$ cat config.mk
export PLATFORM = sky130hd
export DESIGN_NAME = pms_sequencer
export DESIGN_NICKNAME = d
export VERILOG_FILES = /design/src/rtl/pms_pkg.sv /design/src/rtl/pms_wake_sync.sv /design/src/rtl/pms_wake_qual.sv /design/src/rtl/pms_entry_arb.sv /design/src/rtl/pms_sequencer.sv
export SDC_FILE = /design/constraint.sdc
export NUM_CORES = 1
export LEC_CHECK = 0
export BUFFER_PORTS_ARGS = -buffer_cell sky130_fd_sc_hd__buf_2
export CORE_MARGIN = 5
export CORE_UTILIZATION = 46
export DETAILED_ROUTE_END_ITERATION = 16
export PLACE_DENSITY_LB_ADDON = 0.25
export SLEW_MARGIN = 10
export SYNTH_ARGS = -nofsm -noshare
export SYNTH_HDL_FRONTEND = slang
export SYNTH_SLANG_ARGS = --single-unit
$ cat constraint.sdc
create_clock -name clk -period 1.6 [get_ports clk]
set_clock_uncertainty 0.05 [all_clocks]
set_input_delay 0.32 -clock clk [delete_from_list [all_inputs] [get_ports clk]]
set_output_delay 0.32 -clock clk [all_outputs]
set_load 0.1 [all_outputs]
$ cat src/rtl/pms_pkg.sv
package pms_pkg;

    typedef enum logic [1:0] {
        PM_NORMAL  = 2'd0,
        PM_IDLE    = 2'd1,
        PM_SUSPEND = 2'd2,
        PM_SLEEP   = 2'd3
    } pm_state_t;

    localparam int WK_NUM   = 5;
    localparam int WK_ALARM = 0;
    localparam int WK_FAIL  = 1;
    localparam int WK_TOUCH = 2;
    localparam int WK_MATCH = 3;
    localparam int WK_CMP   = 4;

    typedef enum logic [2:0] {
        CAUSE_NONE  = 3'd0,
        CAUSE_IRQ   = 3'd1,
        CAUSE_ALARM = 3'd2,
        CAUSE_FAIL  = 3'd3,
        CAUSE_TOUCH = 3'd4,
        CAUSE_MATCH = 3'd5,
        CAUSE_CMP   = 3'd6
    } wake_cause_t;

    localparam logic [1:0] SRC_LPOSC = 2'd0;
    localparam logic [1:0] SRC_HFOSC = 2'd1;
    localparam logic [1:0] SRC_EXT   = 2'd2;
    localparam logic [1:0] SRC_LFOSC = 2'd3;

    // Wake sources accepted in each deep state
    localparam logic [WK_NUM-1:0] MASK_SUSPEND = 5'b11111;
    localparam logic [WK_NUM-1:0] MASK_SLEEP   = 5'b11011;

endpackage

$ cat src/rtl/pms_wake_sync.sv
module pms_wake_sync #(
    parameter int N           = 5,
    parameter int EDGE_IDX    = 4,
    parameter int SYNC_STAGES = 2
) (
    input  logic         clk,
    input  logic         rst_n,
    input  logic [N-1:0] async_in,
    output logic [N-1:0] evt
);
    localparam int LAST = SYNC_STAGES - 1;

    logic [SYNC_STAGES-1:0][N-1:0] chain_q;
    logic                          edge_prev_q;
    logic [N-1:0]                  synced;

    always_ff @(posedge clk or negedge rst_n) begin
        if (!rst_n) begin
            chain_q     <= '0;
            edge_prev_q <= 1'b0;
        end else begin
            chain_q[0] <= async_in;
            for (int s = 1; s < SYNC_STAGES; s++) begin
                chain_q[s] <= chain_q[s-1];
            end
            edge_prev_q <= chain_q[LAST][EDGE_IDX];
        end
    end

    assign synced = chain_q[LAST];

    for (genvar b = 0; b < N; b++) begin : g_evt
        if (b == EDGE_IDX) begin : g_edge
            assign evt[b] = synced[b] & ~edge_prev_q;
        end else begin : g_level
            assign evt[b] = synced[b];
        end
    end

endmodule

$ cat src/rtl/pms_wake_qual.sv
module pms_wake_qual
    import pms_pkg::*;
(
    input  pm_state_t           mode,
    input  logic                irq,
    input  logic [WK_NUM-1:0]   evt,
    output logic                hit,
    output wake_cause_t         cause
);
    logic [WK_NUM-1:0] masked;

    always_comb begin
        hit    = 1'b0;
        cause  = CAUSE_NONE;
        masked = '0;
        case (mode)
            PM_IDLE: begin
                if (irq) begin
                    hit   = 1'b1;
                    cause = CAUSE_IRQ;
                end
            end
            PM_SUSPEND, PM_SLEEP: begin
                masked = evt & ((mode == PM_SLEEP) ? MASK_SLEEP : MASK_SUSPEND);
                // Descending scan: lowest index is written last and wins
                for (int i = WK_NUM - 1; i >= 0; i--) begin
                    if (masked[i]) begin
                        hit   = 1'b1;
                        cause = wake_cause_t'(3'(i + 2));
                    end
                end
            end
            default: ;
        endcase
    end

endmodule

$ cat src/rtl/pms_entry_arb.sv
module pms_entry_arb
    import pms_pkg::*;
(
    input  logic       set_idle,
    input  logic       set_suspend,
    input  logic       set_sleep,
    input  logic [1:0] sysclk_src,
    output pm_state_t  target,
    output logic       clk_bad
);
    logic src_ok;

    assign src_ok = (sysclk_src == SRC_LPOSC) || (sysclk_src == SRC_HFOSC);

    always_comb begin
        target  = PM_NORMAL;
        clk_bad = 1'b0;
        if (set_sleep) begin
            target = PM_SLEEP;
        end else if (set_suspend) begin
            if (src_ok) begin
                target = PM_SUSPEND;
            end else begin
                clk_bad = 1'b1;
            end
        end else if (set_idle) begin
            target = PM_IDLE;
        end
    end

endmodule

$ cat src/rtl/pms_sequencer.sv
module pms_sequencer
    import pms_pkg::*;
#(
    parameter int NPERIPH     = 4,
    parameter int SYNC_STAGES = 2
) (
    input  logic               clk,
    input  logic               rst_n,
    input  logic               set_idle,
    input  logic               set_suspend,
    input  logic               set_sleep,
    input  logic [1:0]         sysclk_src,
    input  logic               irq_pending,
    input  logic [4:0]         wake_in,
    input  logic [NPERIPH-1:0] periph_used,
    output logic               core_clk_en,
    output logic [NPERIPH-1:0] periph_clk_en,
    output logic               osc_en,
    output logic               pwr_down,
    output logic [2:0]         mode_bits,
    output logic [2:0]         wake_cause,
    output logic               susp_err
);
    pm_state_t   state_q, state_d;
    pm_state_t   req_target;
    logic        req_clk_bad;
    logic [WK_NUM-1:0] wk_evt;
    logic        exit_hit, cancel_hit;
    wake_cause_t exit_cause, cancel_cause_unused;
    logic [2:0]  ctrl_q;
    wake_cause_t cause_q;
    logic        err_q;

    pms_wake_sync #(
        .N(WK_NUM), .EDGE_IDX(WK_CMP), .SYNC_STAGES(SYNC_STAGES)
    ) u_sync (
        .clk(clk), .rst_n(rst_n), .async_in(wake_in), .evt(wk_evt)
    );

    pms_entry_arb u_arb (
        .set_idle(set_idle), .set_suspend(set_suspend), .set_sleep(set_sleep),
        .sysclk_src(sysclk_src), .target(req_target), .clk_bad(req_clk_bad)
    );

    // Exit qualification against the present state
    pms_wake_qual u_exit (
        .mode(state_q), .irq(irq_pending), .evt(wk_evt),
        .hit(exit_hit), .cause(exit_cause)
    );

    // Cancel qualification against the requested state
    pms_wake_qual u_cancel (
        .mode(req_target), .irq(irq_pending), .evt(wk_evt),
        .hit(cancel_hit), .cause(cancel_cause_unused)
    );

    // Next-state logic
    always_comb begin
        state_d = state_q;
        unique case (state_q)
            PM_NORMAL: begin
                if ((req_target != PM_NORMAL) && !cancel_hit) begin
                    state_d = req_target;
                end
            end
            PM_IDLE, PM_SUSPEND, PM_SLEEP: begin
                if (exit_hit) begin
                    state_d = PM_NORMAL;
                end
            end
        endcase
    end

    // State register and mode bookkeeping
    always_ff @(posedge clk or negedge rst_n) begin
        if (!rst_n) begin
            state_q <= PM_NORMAL;
            ctrl_q  <= '0;
            cause_q <= CAUSE_NONE;
            err_q   <= 1'b0;
        end else begin
            state_q <= state_d;
            if (state_q == PM_NORMAL) begin
                if (req_clk_bad) begin
                    err_q <= 1'b1;
                end
                unique case (state_d)
                    PM_IDLE:    ctrl_q <= 3'b001;
                    PM_SUSPEND: ctrl_q <= 3'b010;
                    PM_SLEEP:   ctrl_q <= 3'b100;
                    PM_NORMAL:  ctrl_q <= 3'b000;
                endcase
            end else if (state_d == PM_NORMAL) begin
                ctrl_q  <= 3'b000;
                cause_q <= exit_cause;
            end
        end
    end

    // Output decode
    always_comb begin
        unique case (state_q)
            PM_NORMAL: begin
                core_clk_en   = 1'b1;
                periph_clk_en = periph_used;
                osc_en        = 1'b1;
                pwr_down      = 1'b0;
            end
            PM_IDLE: begin
                core_clk_en   = 1'b0;
                periph_clk_en = periph_used;
                osc_en        = 1'b1;
                pwr_down      = 1'b0;
            end
            PM_SUSPEND: begin
                core_clk_en   = 1'b0;
                periph_clk_en = '0;
                osc_en        = 1'b0;
                pwr_down      = 1'b0;
            end
            PM_SLEEP: begin
                core_clk_en   = 1'b0;
                periph_clk_en = '0;
                osc_en        = 1'b0;
                pwr_down      = 1'b1;
            end
        endcase
    end

    assign mode_bits  = ctrl_q;
    assign wake_cause = cause_q;
    assign susp_err   = err_q;

    // ---------------- Assertions ----------------
    assert_idle_exit_R3: assert property (@(posedge clk) disable iff (!rst_n)
        (state_q == PM_IDLE && irq_pending) |=> (state_q == PM_NORMAL));

    assert_bits_clear_on_exit_R3: assert property (@(posedge clk) disable iff (!rst_n)
        (state_q != PM_NORMAL) ##1 (state_q == PM_NORMAL) |-> (mode_bits == 3'b000));

    assert_bad_src_stays_R5: assert property (@(posedge clk) disable iff (!rst_n)
        (state_q == PM_NORMAL && set_suspend && !set_sleep &&
         (sysclk_src == SRC_EXT || sysclk_src == SRC_LFOSC))
        |=> (state_q == PM_NORMAL && susp_err));

    assert_err_sticky_R5: assert property (@(posedge clk) disable iff (!rst_n)
        susp_err |=> susp_err);

    assert_touch_no_sleep_wake_R7: assert property (@(posedge clk) disable iff (!rst_n)
        (state_q == PM_SLEEP && !wk_evt[WK_ALARM] && !wk_evt[WK_FAIL] &&
         !wk_evt[WK_MATCH] && !wk_evt[WK_CMP]) |=> (state_q == PM_SLEEP));

    assert_cancel_entry_R9: assert property (@(posedge clk) disable iff (!rst_n)
        (state_q == PM_NORMAL && cancel_hit) |=> (state_q == PM_NORMAL));

    assert_onehot_bits_R10: assert property (@(posedge clk) disable iff (!rst_n)
        $onehot0(mode_bits));

    assert_suspend_hold_R10: assert property (@(posedge clk) disable iff (!rst_n)
        (state_q == PM_SUSPEND && !exit_hit) |=> (state_q == PM_SUSPEND));

endmodule

==> results of run 1 <==
[placed cells by master, fill, tap and decap left out, drive strengths merged]
cell / count
buf: 35
dfrtp: 20
nand2: 6
o21ai: 6
nor2: 5
nor2b: 5
nor3b: 3
a21oi: 3
clkbuf: 3
inv: 3
nand2b: 2
o211ai: 2
a32o: 2
or4: 1
a221oi: 1
nor4: 1
nand3: 1
or3: 1
nor3: 1
a31o: 1
a21boi: 1
o211a: 1
a211o: 1
a22o: 1
dlygate4sd3: 1
[cell usage after synthesis]
cell / instances
dfrtp_1: 20
o21ai_0: 3
buf_4: 1
nand2_1: 6
nor2_1: 5
o21ai_2: 2
nor3b_1: 3
nor2b_1: 4
a221oi_1: 1
o211a_1: 1
or3_1: 1
nor2b_2: 1
a21oi_1: 3
a31o_2: 1
nand3_1: 1
nor3_1: 1
a21boi_2: 1
a211o_1: 1
a22o_1: 1
or4_4: 1
o211ai_1: 2
o21ai_1: 1
nand2b_1: 2
buf_6: 1
a32o_1: 2
nor4_1: 1
inv_1: 3
[logic make-up (layout without fill, tap and decap cells)]
| group | count (synthesis) | after routing | share of synthesized area |
|---|---|---|---|
| DFF | 20 | 20 | 0.6116 |
| buffers and inverters | 5 | 42 | 0.03670 |
| and+or+nand+nor | 26 | 26 | 0.1758 |
| AOI/OAI and AO/OA | 19 | 19 | 0.1758 |
[per-stage QoR]
step / total power, W / instance area, um2 / cells
2_1_floorplan: 0.0008507 / 835.8 / 70
5_1_grt: 0.001242 / 1197 / 132
3_3_place_gp: 0.0009563 / 1121 / 125
6_report: 0.001183 / 1197 / 132
3_5_place_dp: 0.0009625 / 1121 / 125
4_1_cts: 0.001189 / 1177 / 132
[layer usage]
| metal | vias up | GRT usage | routed length, um |
|---|---|---|---|
| li1 | 322 | - | - |
| met1 | 314 | 0.1738 | 744 |
| met2 | 22 | 0.2134 | 751 |
| met3 | 2 | 0.02279 | 109 |
| met4 | 0 | 0.04255 | 12 |
| met5 | - | 0 | 0 |
[critical path, cell delays in order, from the launching register on]
cell and delay, ns:
dfrtp_2 0.42, buf_4 0.19, nor2b_4 0.14, buf_12 0.18
[repair_timing]
| item | in CTS | in global routing |
|---|---|---|
| hold buffers | 1 | 0 |
| endpoints found under the setup margin | 6 | 8 |
| endpoints found under the hold margin | 20 | 0 |
| gates resized for setup | 1 | 5 |
| setup buffers | 3 | 0 |
[how the worst min path moves through the flow]
stage / startpoint / endpoint / slack [ns] / depth (start not counted)
detailed placement: rst_n / mode_bits[2]$_DFFE_PN0P_ / 0.23 / 1
CTS: wake_in[0] / u_sync.chain_q[0]$_DFF_PN0_ / 0.08 / 1
finish: wake_in[0] / u_sync.chain_q[0]$_DFF_PN0_ / 0.08 / 1
global route: wake_in[2] / u_sync.chain_q[2]$_DFF_PN0_ / 0.07 / 1
global placement: rst_n / mode_bits[2]$_DFFE_PN0P_ / 0.23 / 1
floorplan: rst_n / mode_bits[0]$_DFFE_PN0P_ / -0.03 / 0
[power groups by stage]
| stage | registers (W) | clock network (W) | logic (W) |
|---|---|---|---|
| 6_report | 0.000561 | 0.000220 | 0.000403 |
| 4_1_cts | 0.000561 | 0.000228 | 0.000399 |
| 5_1_grt | 0.000566 | 0.000255 | 0.000421 |
| 3_5_place_dp | 0.000574 | 0 | 0.000389 |
| 2_1_floorplan | 0.000702 | 0 | 0.000149 |
| 3_3_place_gp | 0.000572 | 0 | 0.000384 |
[state kept, by name, summed over array words and instances, names as in the netlist]
register / cells
mode_bits: 3
susp_err: 1
state_q: 2
u_sync.edge_prev_q: 1
u_sync.chain_q: 5
u_sync.synced: 5
wake_cause: 3
[cell type report]
cell class | count | share of cell area
tap | 25 | 0.02612
sequential | 20 | 0.4190
clock buffer | 3 | 0.01881
multi-input combinational | 45 | 0.2717
timing repair buffer | 36 | 0.2550
inverter | 3 | 0.009404
==> key figures, run 1 <==
Drt
  – 1st-iter DRT viols: 13
  – Vias: 660
  – Final wirelength: 1617 um
  – DRT Pass-1 Iters: 4
  – DR WL/cell: 12.25 um
  – Post-route DRC: 0
  – Mean number of vias per cell: 5.000
  – Post-DRT Antenna Nets: 0

Setup path
  – Setup crit end: periph_clk_en[2]
  – Register-to-Register Path Depth: 5
  – FF-to-FF setup slack: 0.07 ns
  – WP data arrival: 1.22 ns
  – Worst-path maximum fanout: 9
  – Critical path startpoint category: flop
  – Critical Path End Type: output pin
  – Critical path type: flop to output pin
  – Worst Path Required: 1.23 ns
  – Crit path from: state_q[1]$_DFF_PN0_
  – Worst reg2reg endpoint: mode_bits[2]$_DFFE_PN0P_
  – Reg-to-Reg Start: state_q[1]$_DFF_PN0_

Timing
  – Worst slew margin: 0.6760
  – Worst Tran Pin Value: 0.4893 ns
  – Final hold slack: 0.08196 ns
  – RSZ-0062 raised after global routing: true
  – Final setup TNS: 0 ns
  – Final slew viol count: 0
  – Fmax: 0.6306 GHz
  – Final setup violation count: 0
  – Tcrit/Tclk final: 0.9911
  – Final count of hold timing violations: 0
  – Final setup margin: 0.01426 ns
  – Fin crit period: 1.586 ns

Placed design
  – Placed wire-length estimate: 1251 um
  – Port Buffers: 29
  – Global placement routability congestion: 0.7810
  – Placement Setup Slack: 0.1521 ns

Finish
  – Area Growth Syn to Fin: 46.33%
  – Util after Layout: 0.7011
  – N_diodes: 0
  – Layout cells sized above 1: 0.4766
  – FF+latch area: 501.7 um2
  – Fin nets: 126
  – Multi-input logic area: 325.3 um2
  – Fillers: 127

Power
  – P_sw: 0.0004411 W
  – Worst vdd ir: 0.6359 mV
  – Switching part of the total: 0.3729
  – Pwr Density: 988.0 nW/um2
  – Clock power frac: 0.186
  – Combinational share of power: 0.340
  – Leak: 0.5734 nW
  – Seq pwr share: 0.474
  – Int Pwr: 0.0007419 W

CTS
  – Clock sinks: 20
  – CTS tree: built
  – Num CTS Buffers: 3
  – Insertion delay to the later sink of the worst-skew pair: 0.28 ns
  – H-tree Lvls: 1
  – Max clock buf depth: 2
  – Clk root buf: clkbuf_4
  – Reg clk slew, reported paths: 0.10 ns

Synth
  – Syn nets: 87
  – Synth area leader: dfrtp_1
  – Ys Warns: 0
  – Share of the synthesized area in the top cell type: 0.6116
  – Synth top area cells: dfrtp_1 61%, nor2b_1 3.1%, nand2_1 2.8%, nor3b_1 2.8%, a32o_1 2.4%
  – Synthesized flop and latch total: 20
  – Cell area after synthesis: 818.3 um2
  – Syn Inst Count: 70
  – Mapped Avg Cell Area: 11.69 um2
  – Synth unique cells: 27
  – Sequential area share after synthesis: 0.6116

Global route
  – First-pass GRT wire length: 2704 um
  – Gr usage total: 0.1299
  – Largest net degree at the start of global routing: 21
  – Gr ovfl total: 0
  – Vias in the first global route: 672
  – Initial antenna violation count: 0

Floorplanning
  – Die Y: 52.18 um
  – Die extent in x: 52.18 um
  – Core area: 1708 um2
  – Starting Density: 0.4791
  – Die Area: 2722 um2
  – I/O pin count: 31
  – Core Rows: 15

Status
  – Status: finished, final reports clean

Job
  – Max cap viols: 0

Min path
  – HP Class: input pin to flop
No activity file was read; power rests on OpenSTA's default activity.
==> inputs of run 2 (changes only) <==
--- a/config.mk
+++ b/config.mk
@@ -6,10 +6,12 @@
 export NUM_CORES = 1
 export LEC_CHECK = 0
 export BUFFER_PORTS_ARGS = -buffer_cell sky130_fd_sc_hd__buf_2
+export CAP_MARGIN = 20
 export CORE_MARGIN = 5
 export CORE_UTILIZATION = 46
 export DETAILED_ROUTE_END_ITERATION = 16
 export PLACE_DENSITY_LB_ADDON = 0.25
+export SETUP_SLACK_MARGIN = 0.1
 export SLEW_MARGIN = 10
 export SYNTH_ARGS = -nofsm -noshare
 export SYNTH_HDL_FRONTEND = slang
==> run 2 against run 1 <==
Sequential share of layout area is 2.8 points lower. Critical path type unchanged. Largest cell class unchanged. Sequential power hardly changed. Cell area is 7.1% higher. Die area stayed put. Non-clock buffer count is 5 higher. Worst hold slack worse by 0.0031 ns. Flip-flop and latch count stayed put. Setup slack better by 0.028 ns. First-iteration DRC count is 15% higher. Critical endpoint unchanged. Routed wire length is 13% higher. Critical path depth stayed put.
==> key figures, run 2 (synthesis results as in run 1) <==
Status
  – Status: finished, final reports clean

Timing
  – Fin crit period: 1.558 ns (-0.02774 ns)
  – Final setup violation count: 0 (unchanged)
  – Final slew viol count: 0 (unchanged)
  – Fmax: 0.6418 GHz (+1.8%)
  – RSZ-0062 raised after global routing: true
  – Final setup TNS: 0 ns (unchanged)
  – Final count of hold timing violations: 0 (unchanged)
  – Tcrit/Tclk final: 0.9737 (-0.01734)
  – Final setup margin: 0.04200 ns (+0.02774 ns)
  – Worst Tran Pin Value: 0.4861 ns (-0.003164 ns)
  – Final hold slack: 0.07881 ns (-0.003142 ns)
  – Worst slew margin: 0.6781 (+0.002095)

Drt
  – Post-DRT Antenna Nets: 0 (unchanged)
  – DR WL/cell: 13.38 um (+9.2%)
  – Mean number of vias per cell: 4.956 (-0.88%)
  – 1st-iter DRT viols: 15 (+2)
  – DRT Pass-1 Iters: 4 (unchanged)
  – Post-route DRC: 0 (unchanged)
  – Final wirelength: 1833 um (+13%)
  – Vias: 679 (+2.9%)

Job
  – Max cap viols: 0 (unchanged)

CTS
  – H-tree Lvls: 1 (unchanged)
  – Insertion delay to the later sink of the worst-skew pair: 0.29 ns (about the same)
  – Reg clk slew, reported paths: 0.10 ns (about the same)
  – Clk root buf: clkbuf_4
  – CTS tree: built
  – Num CTS Buffers: 3 (unchanged)
  – Clock sinks: 20 (unchanged)
  – Max clock buf depth: 2 (unchanged)

Power
  – Final Total Pwr: 0.001215 W (+2.7%)
  – Leak: 0.6246 nW (+8.9%)
  – Pwr Density: 947.7 nW/um2 (-4.1%)
  – Worst vdd ir: 0.6504 mV (+2.3%)

Setup path
  – Critical Path End Type: output pin
  – Worst-path maximum fanout: 5 (-4)
  – Critical path startpoint category: flop
  – Worst Path Required: 1.23 ns (about the same)
  – Critical path type: flop to output pin
  – WP data arrival: 1.19 ns (-0.03 ns)

Finish
  – Area Growth Syn to Fin: 56.73%
  – Most frequent cells in the layout: 20 x buf_2, 19 x dfrtp_1, 9 x buf_4
  – Most common cell after layout, fill and taps aside: buf_2
  – Layout cells sized above 1: 0.5446 (+0.06801)
  – N_diodes: 0 (unchanged)
  – Fin nets: 131 (+4.0%)
  – Design area: 1282 um2 (+7.1%)

Placed design
  – Port Buffers: 29 (unchanged)
  – Dpl cell area: 1121 um2 (unchanged)
  – Placed wire-length estimate: 1251 um (unchanged)
  – Placement Setup Slack: 0.1521 ns (unchanged)
  – Global placement routability congestion: 0.7810 (unchanged)

Floorplanning
  – Die Area: 2722 um2 (unchanged)
  – Core Rows: 15 (unchanged)
  – Starting Density: 0.4791 (unchanged)
  – I/O pin count: 31 (unchanged)
  – Die Y: 52.18 um (unchanged)
  – Core area: 1708 um2 (unchanged)
  – Die extent in x: 52.18 um (unchanged)

Min path
  – HP Class: input pin to flop

Global route
  – Initial antenna violation count: 0 (unchanged)
  – Gr usage total: 0.1465 (+0.01657)
  – Largest net degree at the start of global routing: 21 (unchanged)
  – First-pass GRT wire length: 3049 um (+13%)
  – Vias in the first global route: 724 (+7.7%)
  – Gr ovfl total: 0 (unchanged)
[run 2: layer usage]
metal  vias to the layer above  part of all wire  GRT usage
met1                       320              0.47     0.1985
met2                        24              0.47     0.2406
met3                         2             0.058    0.02279
met5                         -                 0          0
met4                         0            0.0065    0.04681
li1                        333                 -          -
[run 2: cell type report]
type                    count  area (um2)
flip-flops and latches     20       501.7
inverters                   3       16.27
well taps                  25       31.28
repair buffers             41       362.8
clock buffers               3       22.52
multi-input cells          45       347.8
fillers                   111       425.4
[run 2: critical path, stage by stage, from the launching register on]
cell and delay, ns:
dfrtp_2 0.45, buf_8 0.15, nor2b_4 0.12, buf_12 0.18
[run 2: final timing paths]
kind	slack (ns)	end	from	cells after the start
max	0.04	periph_clk_en[2]	state_q[1]$_DFF_PN0_	3
min	0.08	u_sync.chain_q[0]$_DFF_PN0_	wake_in[0]	1
max reg2reg	0.10	mode_bits[2]$_DFFE_PN0P_	state_q[0]$_DFF_PN0_	6
min reg2reg	0.31	u_sync.synced[0]$_DFF_PN0_	u_sync.chain_q[0]$_DFF_PN0_	0
max in group asynchronous	0.73	state_q[1]$_DFF_PN0_	rst_n	2
min in group asynchronous	0.45	wake_cause[0]$_DFFE_PN0P_	rst_n	2
[run 2: per-stage QoR]
step | instances | util
3_5_place_dp | 125 | 0.6564
3_3_place_gp | 125 | 0.6564
5_1_grt | 137 | 0.7509
4_1_cts | 136 | 0.7326
6_report | 137 | 0.7509
2_1_floorplan | 70 | -
[run 2: power by group]
part	internal, W	leakage [nW]	switching [W]
sequential	0.000540	0.241	0.0000212
combinational	0.000135	0.370	0.000298
clock	0.0000874	0.0138	0.000134
total	0.000762	0.625	0.000453
[run 2: repair_timing]
| item | in CTS | in global routing |
|---|---|---|
| pin swaps | 1 | 2 |
| endpoints found under the hold margin | 20 | 0 |
| hold buffers | 1 | 0 |
| setup endpoints to repair | 7 | 15 |
| resized for setup | 14 | 6 |
| buffers inserted | 7 | 1 |
| cloned | 0 | 0 |
==> inputs of run 3 (changes only) <==
--- a/config.mk
+++ b/config.mk
@@ -10,6 +10,7 @@
 export CORE_MARGIN = 5
 export CORE_UTILIZATION = 46
 export DETAILED_ROUTE_END_ITERATION = 16
+export GPL_TIMING_DRIVEN = 0
 export PLACE_DENSITY_LB_ADDON = 0.25
 export SETUP_SLACK_MARGIN = 0.1
 export SLEW_MARGIN = 10
==> run 3 against run 2 <==
Fmax is 2.2% lower. Register-to-register slack hardly changed. Count of clock-buffer cells in the layout stayed put. Cell area is 5.0% higher. Total power is 17% higher. Sequential power hardly changed. Critical path type unchanged. Critical endpoint unchanged. Largest cell class unchanged.
==> key figures, run 3 (synthesis results as in run 1) <==
Status
  – Status: finished, final reports clean

Floorplanning
  – Starting Density: 0.4791 (unchanged)
  – I/O pin count: 31 (unchanged)
  – Die Area: 2722 um2 (unchanged)
  – Core Rows: 15 (unchanged)
  – Die Y: 52.18 um (unchanged)
  – Die extent in x: 52.18 um (unchanged)
  – Core area: 1708 um2 (unchanged)

Finish
  – Most frequent cells in the layout: 19 x dfrtp_1, 17 x buf_2, 8 x clkbuf_4
  – Area Growth Syn to Fin: 64.53%
  – Most common cell after layout, fill and taps aside: dfrtp_1
  – Layout cells sized above 1: 0.5676 (+0.02292)
  – Fin nets: 129 (-1.5%)
  – N_diodes: 0 (unchanged)
  – Non-Filler Instances: 136 (-0.73%)
  – Fillers: 103 (-7.2%)

Drt
  – 1st-iter DRT viols: 9 (-6)
  – DRT Pass-1 Iters: 4 (unchanged)
  – DR WL/cell: 15.15 um (+13%)
  – Mean number of vias per cell: 5.110 (+3.1%)
  – Post-DRT Antenna Nets: 0 (unchanged)
  – Final wirelength: 2061 um (+12%)
  – Vias: 695 (+2.4%)
  – Post-route DRC: 0 (unchanged)

Global route
  – First-pass GRT wire length: 3098 um (+1.6%)
  – Initial antenna violation count: 0 (unchanged)
  – GR met1 Demand/Resource: 0.1870 (-0.01148)
  – Vias in the first global route: 676 (-6.6%)
  – Largest net degree at the start of global routing: 21 (unchanged)
  – Gr usage total: 0.1574 (+0.01085)
  – Met2 usage: 0.2699 (+0.02929)
  – Gr ovfl total: 0 (unchanged)
  – GR Util met3: 0.04274 (+0.01994)
  – Busiest layer in global routing: met2

CTS
  – Max clock buf depth: 2 (unchanged)
  – Clk root buf: clkbuf_4
  – CTS tree: built
  – Clock sinks: 20 (unchanged)
  – H-tree Lvls: 1 (unchanged)
  – Reg clk slew, reported paths: 0.12 ns (+0.02 ns)
  – Insertion delay to the later sink of the worst-skew pair: 0.29 ns (about the same)
  – Num CTS Buffers: 3 (unchanged)

Placed design
  – Port Buffers: 29 (unchanged)
  – Global placement routability congestion: 0.8531 (+9.2%)
  – Placed wire-length estimate: 1207 um (-3.6%)
  – Placed Cells incl. Taps: 124 (-0.80%)

Setup path
  – Critical path startpoint category: flop
  – Critical Path End Type: output pin
  – Worst-path maximum fanout: 9 (+4)
  – Worst Path Required: 1.23 ns (about the same)
  – Critical path type: flop to output pin
  – WP data arrival: 1.22 ns (+0.03 ns)

Timing
  – Final count of hold timing violations: 0 (unchanged)
  – Fmax: 0.6279 GHz (-2.2%)
  – Final setup violation count: 0 (unchanged)
  – Worst Tran Pin Value: 0.5051 ns (+0.01896 ns)
  – Fin crit period: 1.593 ns (+0.03472 ns)
  – RSZ-0062 raised after global routing: true
  – Final slew viol count: 0 (unchanged)
  – Final setup TNS: 0 ns (unchanged)
  – Tcrit/Tclk final: 0.9954 (+0.02170)
  – Worst slew margin: 0.6605 (-0.01767)

Job
  – Max cap viols: 0 (unchanged)

Min path
  – HP Class: input pin to flop

Power
  – Pwr Density: 1057 nW/um2 (+11%)
  – Worst vdd ir: 0.7740 mV (+19%)
  – Leak: 0.6222 nW (-0.38%)
-- run 3: worst paths after layout --
| kind | start | end | slack, ns | cells after the start |
|---|---|---|---|---|
| worst max register to register | u_sync.synced[3]$_DFF_PN0_ | mode_bits[2]$_DFFE_PN0P_ | 0.10 | 3 |
| max in group asynchronous | rst_n | state_q[1]$_DFF_PN0_ | 0.74 | 2 |
| min in group asynchronous | rst_n | wake_cause[0]$_DFFE_PN0P_ | 0.43 | 2 |
| worst min-delay path | wake_in[0] | u_sync.chain_q[0]$_DFF_PN0_ | 0.07 | 1 |
| worst max-delay path | state_q[1]$_DFF_PN0_ | periph_clk_en[2] | 0.007 | 3 |
| worst min register to register | u_sync.chain_q[1]$_DFF_PN0_ | u_sync.synced[1]$_DFF_PN0_ | 0.31 | 0 |
-- run 3: timing repair --
action | in CTS | in global routing
pin swaps | 2 | 2
hold buffers | 1 | 0
setup endpoints to repair | 11 | 16
setup buffers | 3 | 4
hold endpoints to repair | 20 | 0
resized for setup | 40 | 15
-- run 3: per-stage QoR --
stage | util | power (W) | area (um2) | setup WS, ns | hold WS [ns]
2_1_floorplan | - | 0.0008507 | 835.8 | -0.1845 | -0.02559
3_3_place_gp | 0.5927 | 0.0009193 | 1012 | 0.03860 | 0.2307
3_5_place_dp | 0.5927 | 0.0009258 | 1012 | -0.01491 | 0.2358
4_1_cts | 0.7304 | 0.001390 | 1247 | 0.005594 | 0.06172
5_1_grt | 0.7883 | 0.001483 | 1346 | -0.03804 | 0.05616
6_report | 0.7883 | 0.001422 | 1346 | 0.007280 | 0.07104
-- run 3: power by group --
| group | leakage [nW] | internal [W] | total (W) | switching, W |
|---|---|---|---|---|
| sequential | 0.241 | 0.000540 | 0.000564 | 0.0000239 |
| combinational | 0.353 | 0.000142 | 0.000452 | 0.000310 |
| clock | 0.0279 | 0.000253 | 0.000407 | 0.000154 |
-- run 3: critical path, stage by stage (launching register included) --
cell	delay, ns
dfrtp_2	0.45
buf_12	0.16
nor2b_4	0.13
buf_12	0.18
-- run 3: area by class of cell --
type                       count  area [um2]  share of cell area
buffer                         2       31.28             0.02323
clock buffer                   3       22.52             0.01673
clock inverter                 1       30.03             0.02230
inverter                       3       11.26            0.008364
multi-input combinational     45       397.9              0.2955
sequential                    20       501.7              0.3727
tap                           25       31.28             0.02323
timing repair buffer          37       320.3              0.2379
-- run 3: metal layers --
metal / vias up / routed length, um
met5: - / 0
met4: 0 / 21
met3: 2 / 129
met2: 24 / 1058
met1: 340 / 851
li1: 329 / -
